==> src/rtl/ileave_demux_pkg.sv <==
package ileave_demux_pkg;

  typedef enum logic [1:0] {
    MODE_DIRECT = 2'd0,
    MODE_SHARED = 2'd1,
    MODE_SPLIT  = 2'd2
  } laneMode_e;

  // Strobes from control to datapath, valid for the current cycle
  typedef struct packed {
    logic clear;           // stream idle: zero outputs
    logic emitDirect;      // pass both buses through
    logic emitPair;        // held A word + current A-bus word as B
    logic emitSplitFirst;  // A-bus word as channel A sample
    logic emitSplitSecond; // held word as channel A sample
    logic holdFromA;       // capture A-bus word into hold register
    logic holdFromB;       // capture B-bus word into hold register
    logic revA;            // mirror A bus
    logic revB;            // mirror B bus
  } dpStrobe_t;

endpackage

==> src/rtl/ileave_demux_ctrl.sv <==
module ileave_demux_ctrl
  import ileave_demux_pkg::*;
(
  input  logic      clk,
  input  logic      rstN,
  input  logic      txEnable,
  input  logic      cfgInterleave,
  input  logic      cfgHalfRate,
  input  logic      cfgMarkerAlign,
  input  logic      cfgRevA,
  input  logic      cfgRevB,
  input  logic      bMarker,
  output dpStrobe_t strobe,
  output laneMode_e modeQ
);

  logic      markerQ, revAQ, revBQ;
  logic      phaseQ, phaseNext;
  logic      aHaveQ, aHaveNext;
  laneMode_e modeIn;

  // split layout outranks shared layout
  always_comb begin
    if (cfgHalfRate)        modeIn = MODE_SPLIT;
    else if (cfgInterleave) modeIn = MODE_SHARED;
    else                    modeIn = MODE_DIRECT;
  end

  always_ff @(posedge clk) begin
    if (!rstN) begin
      modeQ   <= MODE_DIRECT;
      markerQ <= 1'b0;
      revAQ   <= 1'b0;
      revBQ   <= 1'b0;
      phaseQ  <= 1'b0;
      aHaveQ  <= 1'b0;
    end else if (!txEnable) begin
      modeQ   <= modeIn;
      markerQ <= cfgMarkerAlign;
      revAQ   <= cfgRevA;
      revBQ   <= cfgRevB;
      phaseQ  <= 1'b0;
      aHaveQ  <= 1'b0;
    end else begin
      phaseQ  <= phaseNext;
      aHaveQ  <= aHaveNext;
    end
  end

  always_comb begin
    strobe      = '0;
    strobe.revA = revAQ;
    strobe.revB = revBQ;
    phaseNext   = phaseQ;
    aHaveNext   = aHaveQ;
    if (!txEnable) begin
      strobe.clear = 1'b1;
    end else begin
      unique case (modeQ)
        MODE_DIRECT: strobe.emitDirect = 1'b1;
        MODE_SHARED: begin
          if (markerQ) begin
            if (bMarker) begin
              if (aHaveQ) begin
                strobe.emitPair = 1'b1;
                aHaveNext       = 1'b0;
              end
            end else begin
              strobe.holdFromA = 1'b1;
              aHaveNext        = 1'b1;
            end
          end else begin
            if (!phaseQ) strobe.holdFromA = 1'b1;
            else         strobe.emitPair  = 1'b1;
            phaseNext = ~phaseQ;
          end
        end
        MODE_SPLIT: begin
          if (!phaseQ) begin
            strobe.emitSplitFirst = 1'b1;
            strobe.holdFromB      = 1'b1;
          end else begin
            strobe.emitSplitSecond = 1'b1;
          end
          phaseNext = ~phaseQ;
        end
        default: strobe.clear = 1'b1;
      endcase
    end
  end

endmodule

==> src/rtl/ileave_demux_dp.sv <==
module ileave_demux_dp
  import ileave_demux_pkg::*;
#(
  parameter int WORD_W = 16
) (
  input  logic              clk,
  input  logic              rstN,
  input  logic [WORD_W-1:0] busA,
  input  logic [WORD_W-1:0] busB,
  input  dpStrobe_t         strobe,
  output logic              outValid,
  output logic [WORD_W-1:0] outA,
  output logic [WORD_W-1:0] outB
);

  localparam int TOP = WORD_W - 1;

  logic [WORD_W-1:0] mirA, mirB, wordA, wordB, holdQ;

  for (genvar i = 0; i < WORD_W; i++) begin : g_mirror
    assign mirA[i] = busA[TOP-i];
    assign mirB[i] = busB[TOP-i];
  end

  assign wordA = strobe.revA ? mirA : busA;
  assign wordB = strobe.revB ? mirB : busB;

  always_ff @(posedge clk) begin
    if (!rstN) begin
      holdQ <= '0;
    end else if (strobe.holdFromA) begin
      holdQ <= wordA;
    end else if (strobe.holdFromB) begin
      holdQ <= wordB;
    end
  end

  always_ff @(posedge clk) begin
    if (!rstN || strobe.clear) begin
      outValid <= 1'b0;
      outA     <= '0;
      outB     <= '0;
    end else if (strobe.emitDirect) begin
      outValid <= 1'b1;
      outA     <= wordA;
      outB     <= wordB;
    end else if (strobe.emitPair) begin
      outValid <= 1'b1;
      outA     <= holdQ;
      outB     <= wordA;
    end else if (strobe.emitSplitFirst) begin
      outValid <= 1'b1;
      outA     <= wordA;
      outB     <= '0;
    end else if (strobe.emitSplitSecond) begin
      outValid <= 1'b1;
      outA     <= holdQ;
      outB     <= '0;
    end else begin
      outValid <= 1'b0;
    end
  end

endmodule

==> src/rtl/ileave_demux.sv <==
module ileave_demux
  import ileave_demux_pkg::*;
#(
  parameter int WORD_W = 16
) (
  input  logic              clk,
  input  logic              rstN,
  input  logic              txEnable,
  input  logic              cfgInterleave,
  input  logic              cfgHalfRate,
  input  logic              cfgMarkerAlign,
  input  logic              cfgRevA,
  input  logic              cfgRevB,
  input  logic              bMarker,
  input  logic [WORD_W-1:0] busA,
  input  logic [WORD_W-1:0] busB,
  output logic              outValid,
  output logic [WORD_W-1:0] outA,
  output logic [WORD_W-1:0] outB
);

  dpStrobe_t strobe;
  laneMode_e modeQ;

  ileave_demux_ctrl ctrl_i (
    .clk(clk), .rstN(rstN), .txEnable(txEnable),
    .cfgInterleave(cfgInterleave), .cfgHalfRate(cfgHalfRate),
    .cfgMarkerAlign(cfgMarkerAlign), .cfgRevA(cfgRevA), .cfgRevB(cfgRevB),
    .bMarker(bMarker), .strobe(strobe), .modeQ(modeQ)
  );

  ileave_demux_dp #(.WORD_W(WORD_W)) dp_i (
    .clk(clk), .rstN(rstN), .busA(busA), .busB(busB), .strobe(strobe),
    .outValid(outValid), .outA(outA), .outB(outB)
  );

endmodule

==> config.mk <==
export PLATFORM = sky130hd
export DESIGN_NAME = ileave_demux
export DESIGN_NICKNAME = d
export VERILOG_FILES = /design/src/rtl/ileave_demux_pkg.sv /design/src/rtl/ileave_demux_ctrl.sv /design/src/rtl/ileave_demux_dp.sv /design/src/rtl/ileave_demux.sv
export SDC_FILE = /design/constraint.sdc
export NUM_CORES = 1
export LEC_CHECK = 0
export ABC_CLOCK_PERIOD_IN_PS = 2500
export BUFFER_PORTS_ARGS = -buffer_cell sky130_fd_sc_hd__clkbuf_2
export CAP_MARGIN = 20
export CORE_MARGIN = 8
export CORE_UTILIZATION = 45
export DETAILED_ROUTE_END_ITERATION = 16
export HOLD_SLACK_MARGIN = 0.12
export PLACE_DENSITY = 0.73
export SLEW_MARGIN = 10
export SYNTH_ARGS = -nofsm -noshare
export SYNTH_HDL_FRONTEND = slang
export SYNTH_SLANG_ARGS = --single-unit
==> constraint.sdc <==
create_clock -name clk -period 2.5 [get_ports clk]
set_input_delay 0.5 -clock clk [delete_from_list [all_inputs] [get_ports clk]]
set_output_delay 0.5 -clock clk [all_outputs]
set_load 0.01 [all_outputs]
After elaboration in Yosys (flattened, before gate mapping)
Cells that the tools add are included.

storage, ports and cells
  input bits = 41
  output and inout port bits = 33
  word-level logic and storage cells = 59
  register bits after elaboration = 56

operators by class
  eq/ne operators = 3
  reduce and logical (&&, ||, !) cells = 10
  multiplexer cells = 35
  bitwise operators = 1

operators by type and width
  cell                  number
  $mux W16              12
  $mux W1               19
  $mux W6               1
  $reduce_and A2 Y1     3
  $mux W2               2
  $reduce_bool A2 Y1    2
  $reduce_bool A4 Y1    1
  $reduce_or A3 Y1      1
  $eq A2 B1 Y1 const B  1
  $eq A2 B2 Y1 const B  1
  $logic_not A2 Y1      1
  $ne A2 B2 Y1 const B  1
  $pmux W1 S2           1
  $logic_not A1 Y1      1
  $logic_or A1 B1 Y1    1
  $not A1 Y1            1

Depth between registers and ports, before layout
Gate-level depths: netlist (run 1).

  word-level depth = 9
  mapped depth = 7
  gate-level depth less buffers = 4

Cells and area by module
From an unflattened synthesis (run 1), not the netlist that was laid out.

second synthesis, totals
  cells, all modules = 342
  area total of the unflattened synthesis = 3059.2 um2

modules (own cells, without submodules)
  module             times used  cells each  sequential area each (um2)  area an instance (um2)
  ileave_demux_dp    1           299         980.9                       2668.8
  ileave_demux_ctrl  1           43          140.1                       390.4

Worst setup path before layout (run 1)
No wires, ideal clock.

  path kind = input to register
  start = input txEnable
  end = register dp_i.holdQ[10]
  buffers on the path = 3
  slack = 997 ps
  setup time = 58 ps
  stages on the path = 6
  arrival time = 1445 ps
  data required time = 2442 ps
  cells stage by stage = buf_4 and4bb_1 buf_2 buf_6 a211oi_1 o21a_1

on the way
  cells in the longest elaborated chain, start to end = 2
  elaborated cells on any way between the ends = 3
  those cells by class = mux: 2; reduce/logical: 1

ends and longest elaborated chain
  item                                            line                     text
  start: declaration                              ileave_demux.sv:8        input logic txEnable,
  $mux W6 *                                       ileave_demux_ctrl.sv:56  if (!txEnable) begin
  $mux W16 or $reduce_bool A2 Y1 (tied branches)  --
  end signal: assignment                          ileave_demux_dp.sv:32    holdQ <= wordA;
  end signal: assignment                          ileave_demux_dp.sv:34    holdQ <= wordB;
  end: declaration                                ileave_demux_dp.sv:18    logic [WORD_W-1:0] mirA, mirB, wordA, wordB, holdQ;

Mark *: on every way between the ends. The rest lies on a longest branch, timed or not.
A chain may end at the register's enable or synchronous reset.

Worst setup path in the final report (run 1)
  start = register ctrl_i.revAQ
  end = register dp_i.outA[13]

on the way
  cells in the longest elaborated chain, start to end = 4

ends and longest elaborated chain
  item                      line                     text
  start: declaration        ileave_demux_ctrl.sv:17  logic markerQ, revAQ, revBQ;
  start signal: assignment  ileave_demux_ctrl.sv:40  revAQ <= cfgRevA;
  $mux W16 *                ileave_demux_dp.sv:25    assign wordA = strobe.revA ? mirA : busA;
  $mux W16                  ileave_demux_dp.sv:51    end else if (strobe.emitSplitFirst) begin
  $mux W16                  ileave_demux_dp.sv:47    end else if (strobe.emitPair) begin
  $mux W16 *                ileave_demux_dp.sv:43    end else if (strobe.emitDirect) begin
  end signal: assignment    ileave_demux_dp.sv:45    outA <= wordA;
  end signal: assignment    ileave_demux_dp.sv:49    outA <= holdQ;
  end signal: assignment    ileave_demux_dp.sv:53    outA <= wordA;
  end: declaration          ileave_demux_dp.sv:12    output logic [WORD_W-1:0] outA,

Marks and branches as above.

==> flow_metrics.env, run 1 <==
export IMPL_switching_share_pct=26.2
export IMPL_dp_final_hpwl_um=6040
export IMPL_setup_tns_ps=0
export IMPL_comb_power_share_pct=17.2
export IMPL_power_frac_seq_pct=49.6
export IMPL_slew_headroom_pct=56.7
export IMPL_endpoint_kind="register"
export IMPL_cts_tree="done"
export IMPL_required_ps=2710
export IMPL_clock_path_buffers=2
export IMPL_grt_pass1_wl_um=13200
export IMPL_holdCritStartpoint="bMarker"
export IMPL_ys_async_sr_fraction_pct=0
export IMPL_post_synth_top_area_cell="dfxtp_1"
export IMPL_die_y_um=97.4
export IMPL_worstMarginPinSlew_ps=649
export IMPL_grt_pass1_vias=2624
export IMPL_final_hold_violation_count=0
export IMPL_rr_startpoint="ctrl_i.revAQ"
export IMPL_setup_viol=0
export IMPL_area_growth_pct=15.2
export IMPL_fin_worst_skew_ps=6.77
export IMPL_timing_fmax_mhz=543
export IMPL_timing_final_max_slew_violations=0
export IMPL_rsz0062_at_grt="false"
export IMPL_first_pass_iters=4
export IMPL_postCtsResizedCells=0
export IMPL_via_per_inst=5.70
export IMPL_crit_type="register to register"
export IMPL_grt_usage_pct=16.9
export IMPL_synth_cell_types=42
export IMPL_rows=29
export IMPL_avgRoutedWirePerCell_um=17.6
export IMPL_p_total_w=0.00195
export IMPL_port_buffers=73
export IMPL_critPathArrivalTime_ps=2050
export IMPL_cp_slowest_cell="dfxtp_1"
export IMPL_pin_count=74
export IMPL_ys_warn_count=0
export IMPL_stdcell_area_sq_mm=0.00344
export IMPL_start_util_pct=46.7
export IMPL_critPathLaunchType="register"
export IMPL_synth_seq_cells=56
export IMPL_cts_setup_buffers=0
export IMPL_cts_root_buf="clkbuf_8"
export IMPL_status="complete, no violations"
export IMPL_drtIter0Drc=140
export IMPL_p_int_w=0.00144
export IMPL_synth_top_cells_by_area="dfxtp_1 (38%), mux2i_1 (11%), nor2_1 (3.6%), a21oi_1 (3.2%), nand3_1 (3.0%)"
export IMPL_core_region_area_sq_mm=0.00639
export IMPL_drv_cap=0
export IMPL_ant_nets=0
export IMPL_place_area_sq_mm=0.00331
export IMPL_grt_max_degree=26
export IMPL_antenna_found_initial=0
export IMPL_htree_levels=2
export IMPL_netlist_area_sq_mm=0.00298
export IMPL_period_share_pct=73.7
export IMPL_p_leak_nw=1.36
export IMPL_syn_nets=369
export IMPL_cts_clk_slew_worst_paths_ps=100
export IMPL_fin_util_pct=53.8
export IMPL_antennaDiodeCount=0
export IMPL_synth_top_area_share_pct=37.6
export IMPL_grt_overflow_total=0
export IMPL_gp_congestion=0.796
export IMPL_clock_latency_ps=310
export IMPL_layout_nets=428
export IMPL_vias=2652
export IMPL_die_w_um=97.4
export IMPL_peakVddDrop_mv=0.352
export IMPL_crit_chain="buf_4 > mux2_2 > and3_1 > o21ai_0 > a21oi_1"
export IMPL_yosysSeqAreaShare_pct=37.6
export IMPL_ctsHoldBuffers=0
export IMPL_hp_class="primary input to register"
export IMPL_cpPeakStageDelay_ps=570
export IMPL_crit_fanout=8
export IMPL_avgSynthCellArea_sq_um=9.10
export IMPL_powerDensity_mw_per_mm2=568
export IMPL_cts_made_buffers=5
export IMPL_synth_cells=328
export IMPL_drc_errors=0
export IMPL_numClockSinks=56
export IMPL_synth_flop_cell="dfxtp_1"
export IMPL_wl_um=8190
export IMPL_critPathLaunch="ctrl_i.revAQ"
export IMPL_synth_edf_count=0
export IMPL_min_period_ps=1840
export IMPL_drive_gt1_share_pct=27.8
export IMPL_p_sw_w=0.000511
export IMPL_die_area_sq_mm=0.00949
export IMPL_clkPwrFrac_pct=33.2
==> kinds of logic after synthesis <==
| logic type | count (synthesis) | share of synthesized area (%) |
|---|---|---|
| buffers and inverters | 33 | 7.25 |
| multiplexers | 41 | 14.1 |
| XOR/XNOR | 1 | 0.294 |
| AND/OR/NAND/NOR | 101 | 17.2 |
| flip-flops | 56 | 37.6 |
| AO/OA/AOI/OAI | 96 | 23.6 |
==> cell usage after synthesis (8+ instances only) <==
library cell and n:
a21boi_0 9, a21oi_1 19, and2_1 9, buf_2 11
dfxtp_1 56, mux2_2 8, mux2i_1 33, nand2_1 21
nand3_1 18, nor2_1 29, o211ai_1 10, o21a_1 8
o32ai_1 8
==> per-layer routing <==
| metal | up-vias | GRT usage [%] | wire, um |
|---|---|---|---|
| met5 | - | 0 | 0 |
| met4 | 0 | 5.83 | 131 |
| met3 | 12 | 3.63 | 420 |
| met2 | 79 | 27.8 | 3950 |
| met1 | 1246 | 21.1 | 3680 |
| li1 | 1315 | - | - |
==> path summary, 6_finish.rpt <==
check / to / slack, ps / cells after the start
max: dp_i.outA[13] / 660 / 5
min: ctrl_i.aHaveQ / 430 / 2
max reg2reg: dp_i.outA[13] / 660 / 5
min reg2reg: dp_i.outA[14] / 450 / 2
==> power by group through the flow <==
stage | logic (W) | registers [W] | clock network [W]
after floorplan | 0.000226 | 0.000986 | 0
after global placement | 0.000327 | 0.000987 | 0
after detailed placement | 0.000335 | 0.000989 | 0
after CTS | 0.000336 | 0.000968 | 0.000655
after global routing | 0.000368 | 0.000975 | 0.000702
final | 0.000336 | 0.000968 | 0.000648
==> final cells by class <==
class / instances / area (sq um)
Inverter: 2 / 7.51
Multi-Input combinational cell: 239 / 1650
Sequential cell: 56 / 1120
Clock inverter: 1 / 30.0
Clock buffer: 7 / 96.3
Timing Repair Buffer: 83 / 440
Tap cell: 77 / 96.3
Fill cell: 625 / 2950
==> registers in the layout (all words and copies together) (netlist names) <==
signal / count
ctrl_i.aHaveQ: 1
ctrl_i.markerQ: 1
ctrl_i.modeQ: 2
ctrl_i.phaseQ: 1
ctrl_i.revAQ: 1
ctrl_i.revBQ: 1
dp_i.holdQ: 16
dp_i.outA: 16
dp_i.outB: 16
dp_i.outValid: 1
==> worst max-delay path: cells and delay by family, from the launching register on <==
family | cells | cell delay [ps]
buf+inv | 1 | 250
flops | 1 | 570
mux | 1 | 390
simple gates | 1 | 170
compound gates | 2 | 340
==> stage by stage <==
step           setup slack, ps  hold slack [ps]  instances
2_1_floorplan              997              443        328
3_3_place_gp               569              438        457
3_5_place_dp               480              447        457
4_1_cts                    666              425        465
5_1_grt                    490              429        465
6_report                   658              426        465
==> cell usage in the layout (no fill, tap or decap), types with 2 or more instances in the layout <==
| master | count |
|---|---|
| o22ai_1 | 5 |
| o32ai_1 | 8 |
| clkbuf_8 | 7 |
| and3_1 | 7 |
| a211oi_1 | 6 |
| o211ai_1 | 10 |
| a21boi_0 | 9 |
| a211oi_2 | 2 |
| a21oi_1 | 19 |
| inv_1 | 2 |
| nand3_1 | 18 |
| a221o_1 | 3 |
| a2bb2oi_1 | 6 |
| and2b_4 | 2 |
| o21a_1 | 8 |
| nor2b_1 | 7 |
| and2_1 | 9 |
| buf_4 | 10 |
| mux2i_1 | 33 |
| dfxtp_1 | 56 |
| a21boi_1 | 6 |
| mux2_2 | 8 |
| nor2_1 | 29 |
| a22oi_1 | 2 |
| o21ai_0 | 7 |
| clkbuf_2 | 73 |
| nand2_1 | 21 |
Power figures use the tool's default switching activity.
==> inputs of run 2 (changes only) <==
Settings changed: ABC_CLOCK_PERIOD_IN_PS 2500 to 1830.
Clock period 2.5 ns to 1.83 ns, I/O delays scaled along.
==> run 2 against run 1 <==
Flip-flop and latch count did not move. Final cell count rose by 1.3%. Clock skew barely moved. Utilization rose by 0.45 points. Highest routed layer unchanged.
==> flow_metrics.env, run 2 (synthesis gave the netlist of run 1 again) <==
export IMPL_status="complete, no violations"
export IMPL_setup_tns_ps=0
export IMPL_drive_gt1_share_pct=28.7
export IMPL_path_delay_family="simple AND/OR/NAND/NOR gates"
export IMPL_cp_slowest_cell="or3_1"
export IMPL_crit_buf_inv=0
export IMPL_stdcell_area_sq_mm=0.00347
export IMPL_timing_final_max_slew_violations=0
export IMPL_grtUsageMet1_pct=20.5
export IMPL_crit_chain="or3_1 > nor2_1 > a221o_1"
export IMPL_hp_class="primary input to register"
export IMPL_crit_type="register to register"
export IMPL_final_cell_mix="clkbuf_2 (73), dfxtp_1 (56), mux2i_1 (33)"
export IMPL_die_area_sq_mm=0.00949
export IMPL_layout_nets=435
export IMPL_rsz0062_at_grt="false"
export IMPL_final_cell_count_no_fill=471
export IMPL_dp_final_hpwl_um=5930
export IMPL_peakVddDrop_mv=0.329
export IMPL_port_buffers=73
export IMPL_rows=29
export IMPL_place_area_sq_mm=0.00339
export IMPL_dp_cells=464
export IMPL_ff2ff_path_depth=3
export IMPL_die_y_um=97.4
export IMPL_drv_cap=0
export IMPL_p_leak_nw=1.38
export IMPL_final_hold_violation_count=0
export IMPL_worstMarginPinSlew_ps=653
export IMPL_rrSetupSlack_ps=140
export IMPL_numClockSinks=56
export IMPL_cpPeakStageDelay_ps=610
export IMPL_avgRoutedWirePerCell_um=17.0
export IMPL_top_usage_layer="met2"
export IMPL_hold_path_depth=2
export IMPL_drtIter0Drc=109
export IMPL_wl_um=7990
export IMPL_grt_max_degree=23
export IMPL_timing_fmax_mhz=593
export IMPL_clock_path_buffers=2
export IMPL_holdCritStartpoint="bMarker"
export IMPL_crit_fanout=16
export IMPL_cts_clk_slew_worst_paths_ps=90
export IMPL_clock_latency_ps=310
export IMPL_grt_usage_pct=16.5
export IMPL_required_ps=2030
export IMPL_core_region_area_sq_mm=0.00639
export IMPL_grt_pass1_vias=2680
export IMPL_cts_root_buf="clkbuf_8"
export IMPL_htree_levels=2
export IMPL_grt_overflow_total=0
export IMPL_gp_congestion=0.822
export IMPL_rr_endpoint="dp_i.outB[15]"
export IMPL_first_pass_iters=4
export IMPL_postCtsResizedCells=0
export IMPL_min_period_ps=1690
export IMPL_cts_made_buffers=5
export IMPL_ctsHoldBuffers=0
export IMPL_powerDensity_mw_per_mm2=704
export IMPL_antenna_found_initial=0
export IMPL_cts_setup_buffers=0
export IMPL_vias=2650
export IMPL_cts_tree="done"
export IMPL_final_common_cell="clkbuf_2"
export IMPL_ant_nets=0
export IMPL_die_w_um=97.4
export IMPL_area_growth_pct=16.2
export IMPL_hold_end="ctrl_i.aHaveQ"
export IMPL_fin_worst_skew_ps=6.94
export IMPL_setup_viol=0
export IMPL_slew_headroom_pct=56.4
export IMPL_antennaDiodeCount=0
export IMPL_pin_count=74
export IMPL_top_regs="dp_i.holdQ x16, dp_i.outA x16, dp_i.outB x16"
export IMPL_grtUsageMet2_pct=27.0
export IMPL_start_util_pct=46.7
export IMPL_period_share_pct=92.2
export IMPL_critPathLaunchType="register"
export IMPL_endpoint_kind="register"
export IMPL_drc_errors=0
export IMPL_grt_pass1_wl_um=13100
export IMPL_critPathArrivalTime_ps=1890
export IMPL_rr_startpoint="ctrl_i.modeQ[1]"
export IMPL_grt_util_met3_pct=3.77
export IMPL_via_per_inst=5.63
==> run 2: cell count changes in the layout (fill, tap and decap cells not counted) <==
| cell | before | now |
|---|---|---|
| buf_4 | 10 | 15 |
| clkbuf_8 | 7 | 5 |
| buf_12 | 0 | 2 |
| clkinv_2 | 0 | 1 |
| bufinv_16 | 1 | 0 |
| clkbuf_1 | 0 | 1 |
==> run 2: worst register-to-register path, cell delays in order (launching register included) <==
cell,delay (ps)
dfxtp_1,580
or3_1,610
nor2_1,120
a221o_1,280
==> run 2: where the power goes <==
part | total (W) | internal, W | switching, W
registers | 0.00132 | 0.00128 | 0.0000430
logic | 0.000470 | 0.000220 | 0.000251
clock network | 0.000649 | 0.000262 | 0.000387
==> run 2: how the worst max path moves through the flow <==
stage                          startpoint        endpoint  cells past startpoint  slack [ps]
after floorplan                  txEnable  dp_i.holdQ[10]                      6         460
after global placement           txEnable   dp_i.outB[15]                      5         180
final                     ctrl_i.modeQ[1]   dp_i.outB[15]                      3         140
after global routing      ctrl_i.modeQ[1]    dp_i.outB[1]                      3          30
after detailed placement         txEnable   dp_i.outB[15]                      5         150
after CTS                 ctrl_i.modeQ[1]   dp_i.outB[15]                      3         150
==> run 2: metrics by stage <==
stage	setup WS, ps	util, %	hold slack, ps	power, W
5_1_grt	32.0	54.3	314	0.00255
2_1_floorplan	461	-	443	0.00166
3_5_place_dp	149	53.1	449	0.00182
6_report	143	54.3	307	0.00244
3_3_place_gp	180	53.1	441	0.00181
4_1_cts	152	54.3	299	0.00245
==> run 2: final cells by class <==
| class | instances | area (sq um) |
|---|---|---|
| clock inverters | 1 | 5.00 |
| repair buffers | 90 | 518 |
| well taps | 77 | 96.3 |
| inverters | 2 | 7.51 |
| flip-flops and latches | 56 | 1120 |
| fillers | 620 | 2920 |
| multi-input cells | 239 | 1650 |
| clock buffers | 6 | 72.6 |
==> run 2: metal layers <==
| layer | vias up | wire length (um) |
|---|---|---|
| met5 | - | 0 |
| met4 | 0 | 139 |
| met3 | 10 | 411 |
| met2 | 70 | 3830 |
| met1 | 1250 | 3610 |
| li1 | 1320 | - |
